--- src/rtl/gemm_pkg.sv ---
`timescale 1ns/1ps
package gemm_pkg;
  // Control tag that travels with each A operand through the grid
  typedef struct packed {
    logic vld;    // operand belongs to a tile
    logic first;  // beat 0 of the tile
    logic last;   // beat N-1 of the tile
  } tag_t;
endpackage

--- src/rtl/skew_line.sv ---
`timescale 1ns/1ps
module skew_line #(
  parameter int DEPTH = 1,
  parameter int W     = 8
) (
  input  logic         clk,
  input  logic         rst,
  input  logic [W-1:0] d,
  output logic [W-1:0] q
);
  logic [W-1:0] stg [DEPTH];

  always_ff @(posedge clk) begin
    if (rst) begin
      for (int s = 0; s < DEPTH; s++) stg[s] <= '0;
    end else begin
      stg[0] <= d;
      for (int s = 1; s < DEPTH; s++) stg[s] <= stg[s-1];
    end
  end

  assign q = stg[DEPTH-1];
endmodule

--- src/rtl/gemm_feed_ctrl.sv ---
`timescale 1ns/1ps
module gemm_feed_ctrl #(
  parameter int N = 3
) (
  input  logic clk,
  input  logic rst,
  input  logic start,
  output logic beat_ok,
  output logic beat_first,
  output logic beat_last
);
  localparam int KW = $clog2(N) + 1;

  logic          busy;
  logic [KW-1:0] kcnt;
  logic          take;

  always_comb begin
    take       = start && !busy;
    beat_ok    = take || busy;
    beat_first = take;
    beat_last  = (take && N == 1) || (busy && kcnt == KW'(N-1));
  end

  always_ff @(posedge clk) begin
    if (rst) begin
      busy <= 1'b0;
      kcnt <= '0;
    end else if (take) begin
      busy <= (N > 1);
      kcnt <= KW'(1);
    end else if (busy) begin
      if (kcnt == KW'(N-1)) begin
        busy <= 1'b0;
        kcnt <= '0;
      end else begin
        kcnt <= kcnt + KW'(1);
      end
    end
  end


  kcnt_range_chk: assert property (@(posedge clk) disable iff (rst)
    busy |-> (kcnt >= KW'(1) && kcnt <= KW'(N-1)));
endmodule

--- src/rtl/gemm_pe.sv ---
`timescale 1ns/1ps
module gemm_pe import gemm_pkg::*; #(
  parameter int W = 16
) (
  input  logic         clk,
  input  logic         rst,
  input  logic [W-1:0] a_in,
  input  tag_t         a_tag_in,
  input  logic [W-1:0] b_in,
  input  logic         b_vin,
  input  logic [W-1:0] d_in,
  input  logic         d_vin,
  output logic [W-1:0] a_out,
  output tag_t         a_tag_out,
  output logic [W-1:0] b_out,
  output logic         b_vout,
  output logic [W-1:0] d_out,
  output logic         d_vout
);
  logic [W-1:0] acc, prod, sum;
  logic [W-1:0] d0, d1;
  logic         d0v, d1v;
  logic         load;

  always_comb begin
    prod = a_in * b_in;
    sum  = (a_tag_in.first ? '0 : acc) + prod;
    load = a_tag_in.vld && a_tag_in.last;
  end

  always_ff @(posedge clk) begin
    if (rst) begin
      a_out     <= '0;
      a_tag_out <= '0;
      b_out     <= '0;
      b_vout    <= 1'b0;
      acc       <= '0;
      d0        <= '0;
      d0v       <= 1'b0;
      d1        <= '0;
      d1v       <= 1'b0;
    end else begin
      a_out     <= a_in;
      a_tag_out <= a_tag_in;
      b_out     <= b_in;
      b_vout    <= b_vin;
      if (a_tag_in.vld) acc <= sum;
      if (load) begin
        d0  <= sum;
        d0v <= 1'b1;
      end else begin
        d0  <= d_in;
        d0v <= d_vin;
      end
      d1  <= d0;
      d1v <= d0v;
    end
  end

  assign d_out  = d1;
  assign d_vout = d1v;


  pe_zero_fill_chk: assert property (@(posedge clk) disable iff (rst)
    !a_tag_in.vld |-> (a_in == '0 && b_in == '0));

  pe_operand_align_chk: assert property (@(posedge clk) disable iff (rst)
    a_tag_in.vld == b_vin);

  drain_collision_chk: assert property (@(posedge clk) disable iff (rst)
    load |-> !d_vin);
endmodule

--- src/rtl/gemm_os_array.sv ---
`timescale 1ns/1ps
module gemm_os_array import gemm_pkg::*; #(
  parameter int N = 3,
  parameter int W = 16
) (
  input  logic           clk,
  input  logic           rst,
  input  logic           start,
  input  logic [N*W-1:0] a_col,
  input  logic [N*W-1:0] b_row,
  output logic [N*W-1:0] c_col,
  output logic           c_valid
);
  localparam int TW = $bits(tag_t);
  localparam int AW = W + TW;
  localparam int BW = W + 1;

  logic beat_ok, beat_first, beat_last;
  tag_t feed_tag;

  logic [W-1:0] a_h  [N][N+1];
  tag_t         t_h  [N][N+1];
  logic [W-1:0] b_v  [N+1][N];
  logic         bv_v [N+1][N];
  logic [W-1:0] d_h  [N][N+1];
  logic         dv_h [N][N+1];
  logic [N-1:0] row_v;

  gemm_feed_ctrl #(.N(N)) u_ctrl (
    .clk(clk), .rst(rst), .start(start),
    .beat_ok(beat_ok), .beat_first(beat_first), .beat_last(beat_last)
  );

  always_comb feed_tag = '{vld: beat_ok, first: beat_first, last: beat_last};

  genvar r, c;
  generate
    for (r = 0; r < N; r++) begin : g_arow
      logic [AW-1:0] fa_d, fa_q;
      assign fa_d = {feed_tag, (beat_ok ? a_col[r*W +: W] : {W{1'b0}})};
      skew_line #(.DEPTH(r+1), .W(AW)) u_fa (.clk(clk), .rst(rst), .d(fa_d), .q(fa_q));
      assign t_h[r][0]  = tag_t'(fa_q[AW-1:W]);
      assign a_h[r][0]  = fa_q[W-1:0];
      assign d_h[r][0]  = '0;
      assign dv_h[r][0] = 1'b0;
    end

    for (c = 0; c < N; c++) begin : g_bcol
      logic [BW-1:0] fb_d, fb_q;
      assign fb_d = {beat_ok, (beat_ok ? b_row[c*W +: W] : {W{1'b0}})};
      skew_line #(.DEPTH(c+1), .W(BW)) u_fb (.clk(clk), .rst(rst), .d(fb_d), .q(fb_q));
      assign bv_v[0][c] = fb_q[W];
      assign b_v[0][c]  = fb_q[W-1:0];
    end

    for (r = 0; r < N; r++) begin : g_prow
      for (c = 0; c < N; c++) begin : g_pcol
        gemm_pe #(.W(W)) u_pe (
          .clk(clk), .rst(rst),
          .a_in(a_h[r][c]), .a_tag_in(t_h[r][c]),
          .b_in(b_v[r][c]), .b_vin(bv_v[r][c]),
          .d_in(d_h[r][c]), .d_vin(dv_h[r][c]),
          .a_out(a_h[r][c+1]), .a_tag_out(t_h[r][c+1]),
          .b_out(b_v[r+1][c]), .b_vout(bv_v[r+1][c]),
          .d_out(d_h[r][c+1]), .d_vout(dv_h[r][c+1])
        );
      end
    end

    // Deskew: row r is N-1-r cycles early at the right edge
    for (r = 0; r < N; r++) begin : g_dsk
      if (r == N-1) begin : g_direct
        assign c_col[r*W +: W] = d_h[r][N];
        assign row_v[r]        = dv_h[r][N];
      end else begin : g_delay
        logic [W:0] dk_q;
        skew_line #(.DEPTH(N-1-r), .W(W+1)) u_dk (
          .clk(clk), .rst(rst), .d({dv_h[r][N], d_h[r][N]}), .q(dk_q));
        assign c_col[r*W +: W] = dk_q[W-1:0];
        assign row_v[r]        = dk_q[W];
      end


      a_edge_zero_chk: assert property (@(posedge clk) disable iff (rst)
        !t_h[r][N].vld |-> (a_h[r][N] == '0 && !t_h[r][N].first && !t_h[r][N].last));
    end

    for (c = 0; c < N; c++) begin : g_bedge

      b_edge_zero_chk: assert property (@(posedge clk) disable iff (rst)
        !bv_v[N][c] |-> b_v[N][c] == '0);
    end
  endgenerate

  assign c_valid = row_v[0];


  row_align_chk: assert property (@(posedge clk) disable iff (rst)
    (row_v == '0) || (row_v == '1));
endmodule

--- config.mk ---
export PLATFORM = sky130hd
export DESIGN_NAME = gemm_os_array
export DESIGN_NICKNAME = d
export VERILOG_FILES = /design/src/rtl/gemm_pkg.sv /design/src/rtl/skew_line.sv /design/src/rtl/gemm_feed_ctrl.sv /design/src/rtl/gemm_pe.sv /design/src/rtl/gemm_os_array.sv
export SDC_FILE = /design/constraint.sdc
export NUM_CORES = 2
export LEC_CHECK = 0
export BUFFER_PORTS_ARGS = -buffer_cell sky130_fd_sc_hd__buf_2
export CORE_MARGIN = 4
export CORE_UTILIZATION = 58
export DETAILED_ROUTE_END_ITERATION = 8
export GPL_TIMING_DRIVEN = 0
export PLACE_DENSITY = 0.87
export SLEW_MARGIN = 25
export SYNTH_ARGS = -nofsm -noshare
export SYNTH_HDL_FRONTEND = slang
export SYNTH_SLANG_ARGS = --single-unit
--- constraint.sdc ---
create_clock -name clk -period 5.6 [get_ports clk]
set_clock_uncertainty 0.1 [all_clocks]
set_input_delay 0.84 -clock clk [delete_from_list [all_inputs] [get_ports clk]]
set_output_delay 0.84 -clock clk [all_outputs]
set_load 0.005 [all_outputs]
# After elaboration in Yosys (flattened, before gate mapping)
# Memories as Yosys holds them, arrays and structs flattened.
# Cells that the tools add are included.
# classes
addsub	10
mul	9
eq_ne	1
muxes	54
bitwise	15
reduce_logical	21
# op_table
operator	n
$mux 16	21
$mux 17	9
$add 16x16->16	9
$mul 16x16->16	9
$mux 19	6
$reduce_or 17->1	2
$reduce_or 19->1	1
$mux 1	17
$or 1x1->1	12
$logic_and 1x1->1	11
$reduce_or 2->1	4
$add 3x1->3 const B	1
$eq 3x2->1 const B	1
$mux 3	1
$not 1->1	3
$reduce_bool 2->1	1
$logic_not 1->1	1
$logic_or 1x1->1	1
# word_totals
reg_bits	658
ramBits	267
word_cells	190
mem_count	8
# mem_list
name	depth	word_bits	read_ports	rd_clocked_by_memory_dff	wr	line	rtl
g_arow[2].u_fa.stg	3	19	3	0	3	skew_line.sv:11	logic [W-1:0] stg [DEPTH];
g_bcol[2].u_fb.stg	3	17	3	0	3	skew_line.sv:11	
g_arow[1].u_fa.stg	2	19	2	0	2	skew_line.sv:11	
g_bcol[1].u_fb.stg	2	17	2	0	2	skew_line.sv:11	
g_dsk[0].g_delay.u_dk.stg	2	17	2	0	2	skew_line.sv:11	
g_arow[0].u_fa.stg	1	19	1	0	1	skew_line.sv:11	
2 more memories	-	-	-	-	-	-	

# Logic depth before layout (Yosys ltp)
# logic_depth
word_depth	5
depth_mapped	22

# Cells and area by module
# Synthesis repeated with hierarchy kept, for this count alone.
# unflattened
hier_cells	7758
area_unflattened_um2	72139.2
# modules_own_cells
mod	instances	cells_per_inst	area_each_um2
gemm_pe (g_prow[0].g_pcol[2].u_pe ...)	5	776	7018.0
gemm_pe (g_prow[2].g_pcol[1].u_pe)	1	776	7015.5
gemm_pe (g_prow[2].g_pcol[2].u_pe)	1	776	7013.0
gemm_pe (g_prow[0].g_pcol[0].u_pe)	1	774	6998.0
gemm_pe (g_prow[0].g_pcol[1].u_pe)	1	775	6994.2
skew_line (g_bcol[1].u_fb ...)	2	88	1064.8
skew_line (g_arow[2].u_fa)	1	139	1695.4
skew_line (g_bcol[2].u_fb)	1	124	1492.7
skew_line (g_arow[1].u_fa)	1	99	1355.0
skew_line (g_bcol[0].u_fb ...)	2	35	475.5
gemm_os_array	1	107	685.7
skew_line (g_arow[0].u_fa)	1	39	516.7
gemm_feed_ctrl	1	23	202.7

# Worst setup path after synthesis
# No wires, ideal clock.
# synth_path
kind	reg-to-reg
start	register g_prow[0].g_pcol[0].u_pe.a_out[7]
end	register g_prow[0].g_pcol[1].u_pe.acc[15]
setup_ns	0.128
arrival_ns	5.409
t_required_ns	5.372
setup_slack_ns	-0.037
stages_incl_launch_ff	23
period_less_slack_ns	5.637
path_cell_list	dfxtp_1 clkbuf_1 and2_1 fa_1 inv_1 fa_1 inv_1 fa_1 inv_1 fa_1 inv_1 fa_1 inv_1 fa_1 inv_1 ha_1 a21oi_1 nor2b_1 nor4_1 a221oi_1 xnor3_1 mux2i_1 nor2_1
# synth_via
elab_chain_cells	2
# synth_lines
item	line	rtl
from (decl)	gemm_pe.sv:13	output logic [W-1:0] a_out,
from (signal assigned)	gemm_pe.sv:43	a_out <= a_in;
$mul 16x16->16	gemm_pe.sv:26	prod = a_in * b_in;
$add 16x16->16	gemm_pe.sv:27	sum = (a_tag_in.first ? '0 : acc) + prod;
to (signal assigned)	gemm_pe.sv:47	if (a_tag_in.vld) acc <= sum;
to (decl)	gemm_pe.sv:20	logic [W-1:0] acc, prod, sum;
# Every way passes these cells.
# A chain may end at the register's enable or synchronous reset.

# Worst setup path in the final report
# layout_path
start	register g_prow[0].g_pcol[2].u_pe.b_out[3]
end	register g_prow[1].g_pcol[2].u_pe.d0[14]
# layout_via
elab_chain_cells	3
# layout_lines
item	line	rtl
from (decl)	gemm_pe.sv:15	output logic [W-1:0] b_out,
from (signal assigned)	gemm_pe.sv:45	b_out <= b_in;
$mul 16x16->16	gemm_pe.sv:26	
$add 16x16->16	gemm_pe.sv:27	
$mux 16	gemm_pe.sv:48	if (load) begin
to (signal assigned)	gemm_pe.sv:49	d0 <= sum;
to (signal assigned)	gemm_pe.sv:52	d0 <= d_in;
to (decl)	gemm_pe.sv:21	logic [W-1:0] d0, d1;
# Every way passes these cells.

==> metrics.md <==
| Metric | Value |
|---|---|
| Finished Layout Cells | `9125` |
| Fmax | `0.172 GHz` |
| Crit path launch | `g_prow[0].g_pcol[2].u_pe.b_out[3]$_SDFF_PP0_` |
| Global route total overflow | `0` |
| CTS clk-pin slew, worst paths | `0.07 ns` |
| Die W | `346 um` |
| Port-buffer cells | `147` |
| Top cell type's share of synthesized area | `26.9%` |
| Synthesis-to-finish area growth | `14.2%` |
| Total GRT Usage | `32.2%` |
| Syn Nets | `8604` |
| Clk sinks | `891` |
| RSZ-0062 raised after global routing | `true` |
| Max-cap violations | `0` |
| Top cells by area, synth | `dfxtp_1 27%, fa_1 26%, ha_1 8.8%, inv_1 7.2%, nand2_1 5.6%` |
| Pins Over Slew Limit | `0` |
| Cell row count | `123` |
| WS Path Type | `register to register` |
| Static leakage | `34.3 nW` |
| Die area | `0.120 mm^2` |
| Largest net degree at the start of global routing | `17` |
| Synth area leader | `dfxtp_1` |
| Hold WC Path Type | `primary input to register` |
| Initial Utilization | `58.7%` |
| CTS tree | `yes` |
| Layout Cell Area excl Fill | `0.0758 mm^2` |
| Number of synthesized register bits | `891` |
| Worst path arrival time | `6.24 ns` |
| Via Count | `51900` |
| Depth of the most critical reg-to-reg path | `18` |
| H-tree depth | `3` |
| Most common cell after layout, fill and taps aside | `inv_1` |
| Final wirelength | `201000 um` |
| Synth Area in Adders | `34.4%` |
| Synth cell types | `57` |
| Placeable Area | `0.113 mm^2` |
| Routability cong. | `1.06` |
| Vias in the first global route | `53700` |
| Worst Path Max Fanout | `3` |
| XOR/XNOR share of the synthesized area | `4.73%` |
| Clock latency on the worst-skew pair | `0.67 ns` |
| Inserted Clock Buffers | `88` |
| Fin crit period | `5.80 ns` |
| Multiplexer share of the synthesized area | `0.998%` |
| EDFF count, synth | `0` |
| Cell count after synthesis | `7191` |
| Final setup viols | `21` |
| Num ports | `148` |
| CTS Root Cell | `clkbuf_16` |
| Sequential area share after synthesis | `26.9%` |
| Slew headroom | `13.8%` |
| Placed cell areas | `0.0690 mm^2` |
| CTS hold repair buffers | `0` |
| Final Hold Fails | `0` |
| Layout cell share with drive strength beyond 1 | `14.0%` |
| Reg-to-Reg End | `g_prow[1].g_pcol[2].u_pe.d0[14]$_SDFF_PP0_` |
| Final core utilization | `67.1%` |
| Fin worst setup slack | `-0.204 ns` |
| Initial antenna violation count | `9` |
| Warnings from Yosys | `0` |
| Post-DP HPWL | `148000 um` |
| Commonest cells after routing, fill and taps aside | `1231 x inv_1, 974 x nand2_1, 828 x fa_1` |
| First-pass GRT wire length | `299000 um` |
| Setup crit start kind | `register` |
| Largest family of logic cells by synthesized area | `adder cells` |
| Hold path cells | `2` |
| Element type at the critical path end | `register` |
| CP Capture Point | `g_prow[1].g_pcol[2].u_pe.d0[14]$_SDFF_PP0_` |
| Synthesized area | `0.0663 mm^2` |
| Worst-margin pin slew | `1.29 ns` |
| Longest Clk Path Bufs | `3` |
| R2R setup slack | `-0.20 ns` |
| First-pass DRT Iterations | `9` |
| Compound-cell area share of the yosys netlist | `4.03%` |
| Vias per cell | `5.68` |
| Simple-Gate Fraction of Synth Area | `19.6%` |
| Setup_tns | `-1.79 ns` |
| Final net count | `8961` |
| WL/cell | `22.0 um` |
| Outcome | `finished, violations left` |
| R2r startpoint | `g_prow[0].g_pcol[2].u_pe.b_out[3]$_SDFF_PP0_` |
| Die Y | `346 um` |
| Predominant post-synthesis flop cell | `dfxtp_1` |
| Async set-reset flop share out of synthesis | `0%` |
| PwrDens | `185 mW/mm^2` |
| Period utilization | `104%` |
| Max IR drop VDD | `279 uV` |
| Worst EP required | `6.03 ns` |
| Number of remaining DRC errors | `6` |
| Placed Cells | `8838` |
| Routed Antenna Nets | `0` |
| Mean Syn Cell Area | `9.22 um^2` |
| Failing checks | `design-rule violations, negative setup slack` |
| Drt initial violations | `5670` |
==> registers in the layout, indices dropped and copies added, names as in the netlist, 7 cells and up <==
register                      cells
g_prow.g_pcol.u_pe.a_out         96
g_prow.g_pcol.u_pe.d0           144
g_prow.g_pcol.u_pe.b_out         96
g_prow.g_pcol.u_pe.acc          144
g_dsk.g_delay.u_dk.stg           50
g_bcol.u_fb.stg                  96
g_prow.g_pcol.u_pe.a_tag_out      7
g_prow.g_pcol.u_pe.d_out        144
g_arow.u_fa.stg                 104
==> through the flow <==
stage               power [mW]  hold WS, ns  setup slack, ns
floorplan                 7.32        0.314           0.0350
global placement          7.74        0.319            -1.38
detailed placement        7.78        0.320            -1.52
CTS                       13.9        0.239           -0.236
global route              14.3        0.245           -0.299
finish                    14.0        0.264           -0.204
==> worst min path at each step <==
stage,to,from,slack (ns)
final,g_bcol[0].u_fb.stg[0][9]$_SDFF_PP0_,b_row[9],0.26
after global routing,g_bcol[2].u_fb.stg[0][0]$_SDFF_PP0_,b_row[32],0.25
after CTS,g_bcol[2].u_fb.stg[0][12]$_SDFF_PP0_,b_row[44],0.24
after detailed placement,g_prow[0].g_pcol[0].u_pe.d_out[2]$_SDFF_PP0_,g_prow[0].g_pcol[0].u_pe.d0[2]$_SDFF_PP0_,0.32
after global placement,g_prow[0].g_pcol[2].u_pe.d_vout$_SDFF_PP0_,g_prow[0].g_pcol[2].u_pe.d0v$_SDFF_PP0_,0.32
after floorplan,g_arow[1].u_fa.stg[0][19]$_SDFF_PP0_,g_arow[1].u_fa.stg[0][0]$_SDFF_PP0_,0.31
==> cell families (layout without fill, tap and decap cells) <==
kind of cell / after synthesis / after routing
muxes: 66 / 66
other: 0 / 7
and+or+nand+nor: 2557 / 2557
buffers and inverters: 1614 / 2041
xor gates and xnor gates: 338 / 338
adders and majority gates: 1314 / 1314
DFF: 891 / 891
AOI/OAI and AO/OA: 411 / 411
==> synthesized netlist by cell type, types with 6 or more instances <==
library cell / n
a21boi_0: 9
and2_1: 585
o21a_1: 26
nor4_1: 7
nand3b_1: 6
or3_1: 14
a311o_1: 12
buf_1: 10
a211oi_1: 35
nor2b_1: 563
o21ai_0: 54
xor2_1: 94
o221ai_1: 9
buf_2: 10
nor3b_1: 12
a21o_1: 46
mux2i_1: 65
o21bai_1: 9
buf_4: 32
nor3_1: 16
nand3_1: 21
ha_1: 468
xnor2_1: 231
xnor3_1: 13
a31oi_1: 7
fa_1: 846
o311ai_0: 10
dfxtp_1: 891
inv_1: 1270
clkbuf_1: 288
o211ai_1: 6
nor2_1: 215
and3_1: 6
a21oi_1: 149
nand2_1: 981
or2_2: 10
nand2b_1: 103
o2111ai_1: 8
==> power by group <==
part | total [mW] | internal (mW) | switching [mW] | leakage, nW
Sequential | 6.59 | 6.42 | 0.172 | 7.32
Clock | 6.14 | 3.44 | 2.70 | 1.45
Combinational | 1.28 | 0.498 | 0.779 | 25.5
Total | 14.0 | 10.4 | 3.65 | 34.3
==> critical path, cell delays in order, from the launching register on <==
cell and delay, ns:
dfxtp_4 0.37, clkbuf_16 0.15, and2_4 0.13, fa_1 0.56
inv_2 0.05, fa_1 0.53, fa_1 0.44, fa_1 0.49
inv_1 0.05, fa_1 0.50, inv_1 0.06, fa_1 0.51
inv_2 0.06, ha_4 0.26, a21o_1 0.20, or4_4 0.44
o221ai_4 0.21, xor2_2 0.11, a211oi_2 0.43
==> layout make-up <==
class,count,area [um^2]
clock buffers,118,2480
clock inverters,42,499
flip-flops and latches,891,18200
well taps,1500,1880
inverters,1271,4770
fillers,7648,37200
repair buffers,332,2260
diodes,7,17.5
plain buffers,278,1830
multi-input cells,4686,43800
==> what timing repair did <==
action | CTS | global route
setup endpoints to repair | 100 | 97
cloned | 0 | 3
resized for setup | 541 | 344
buffers inserted | 78 | 104
pin swaps | 124 | 159
==> metal layers <==
layer,global-route usage [%],routed length [um],vias up
li1,-,-,22100
met1,37.3,67300,25000
met2,52.0,90800,3598
met3,7.67,22500,1150
met4,24.6,20400,0
met5,0,0,-
Power figures use the tool's default switching activity.
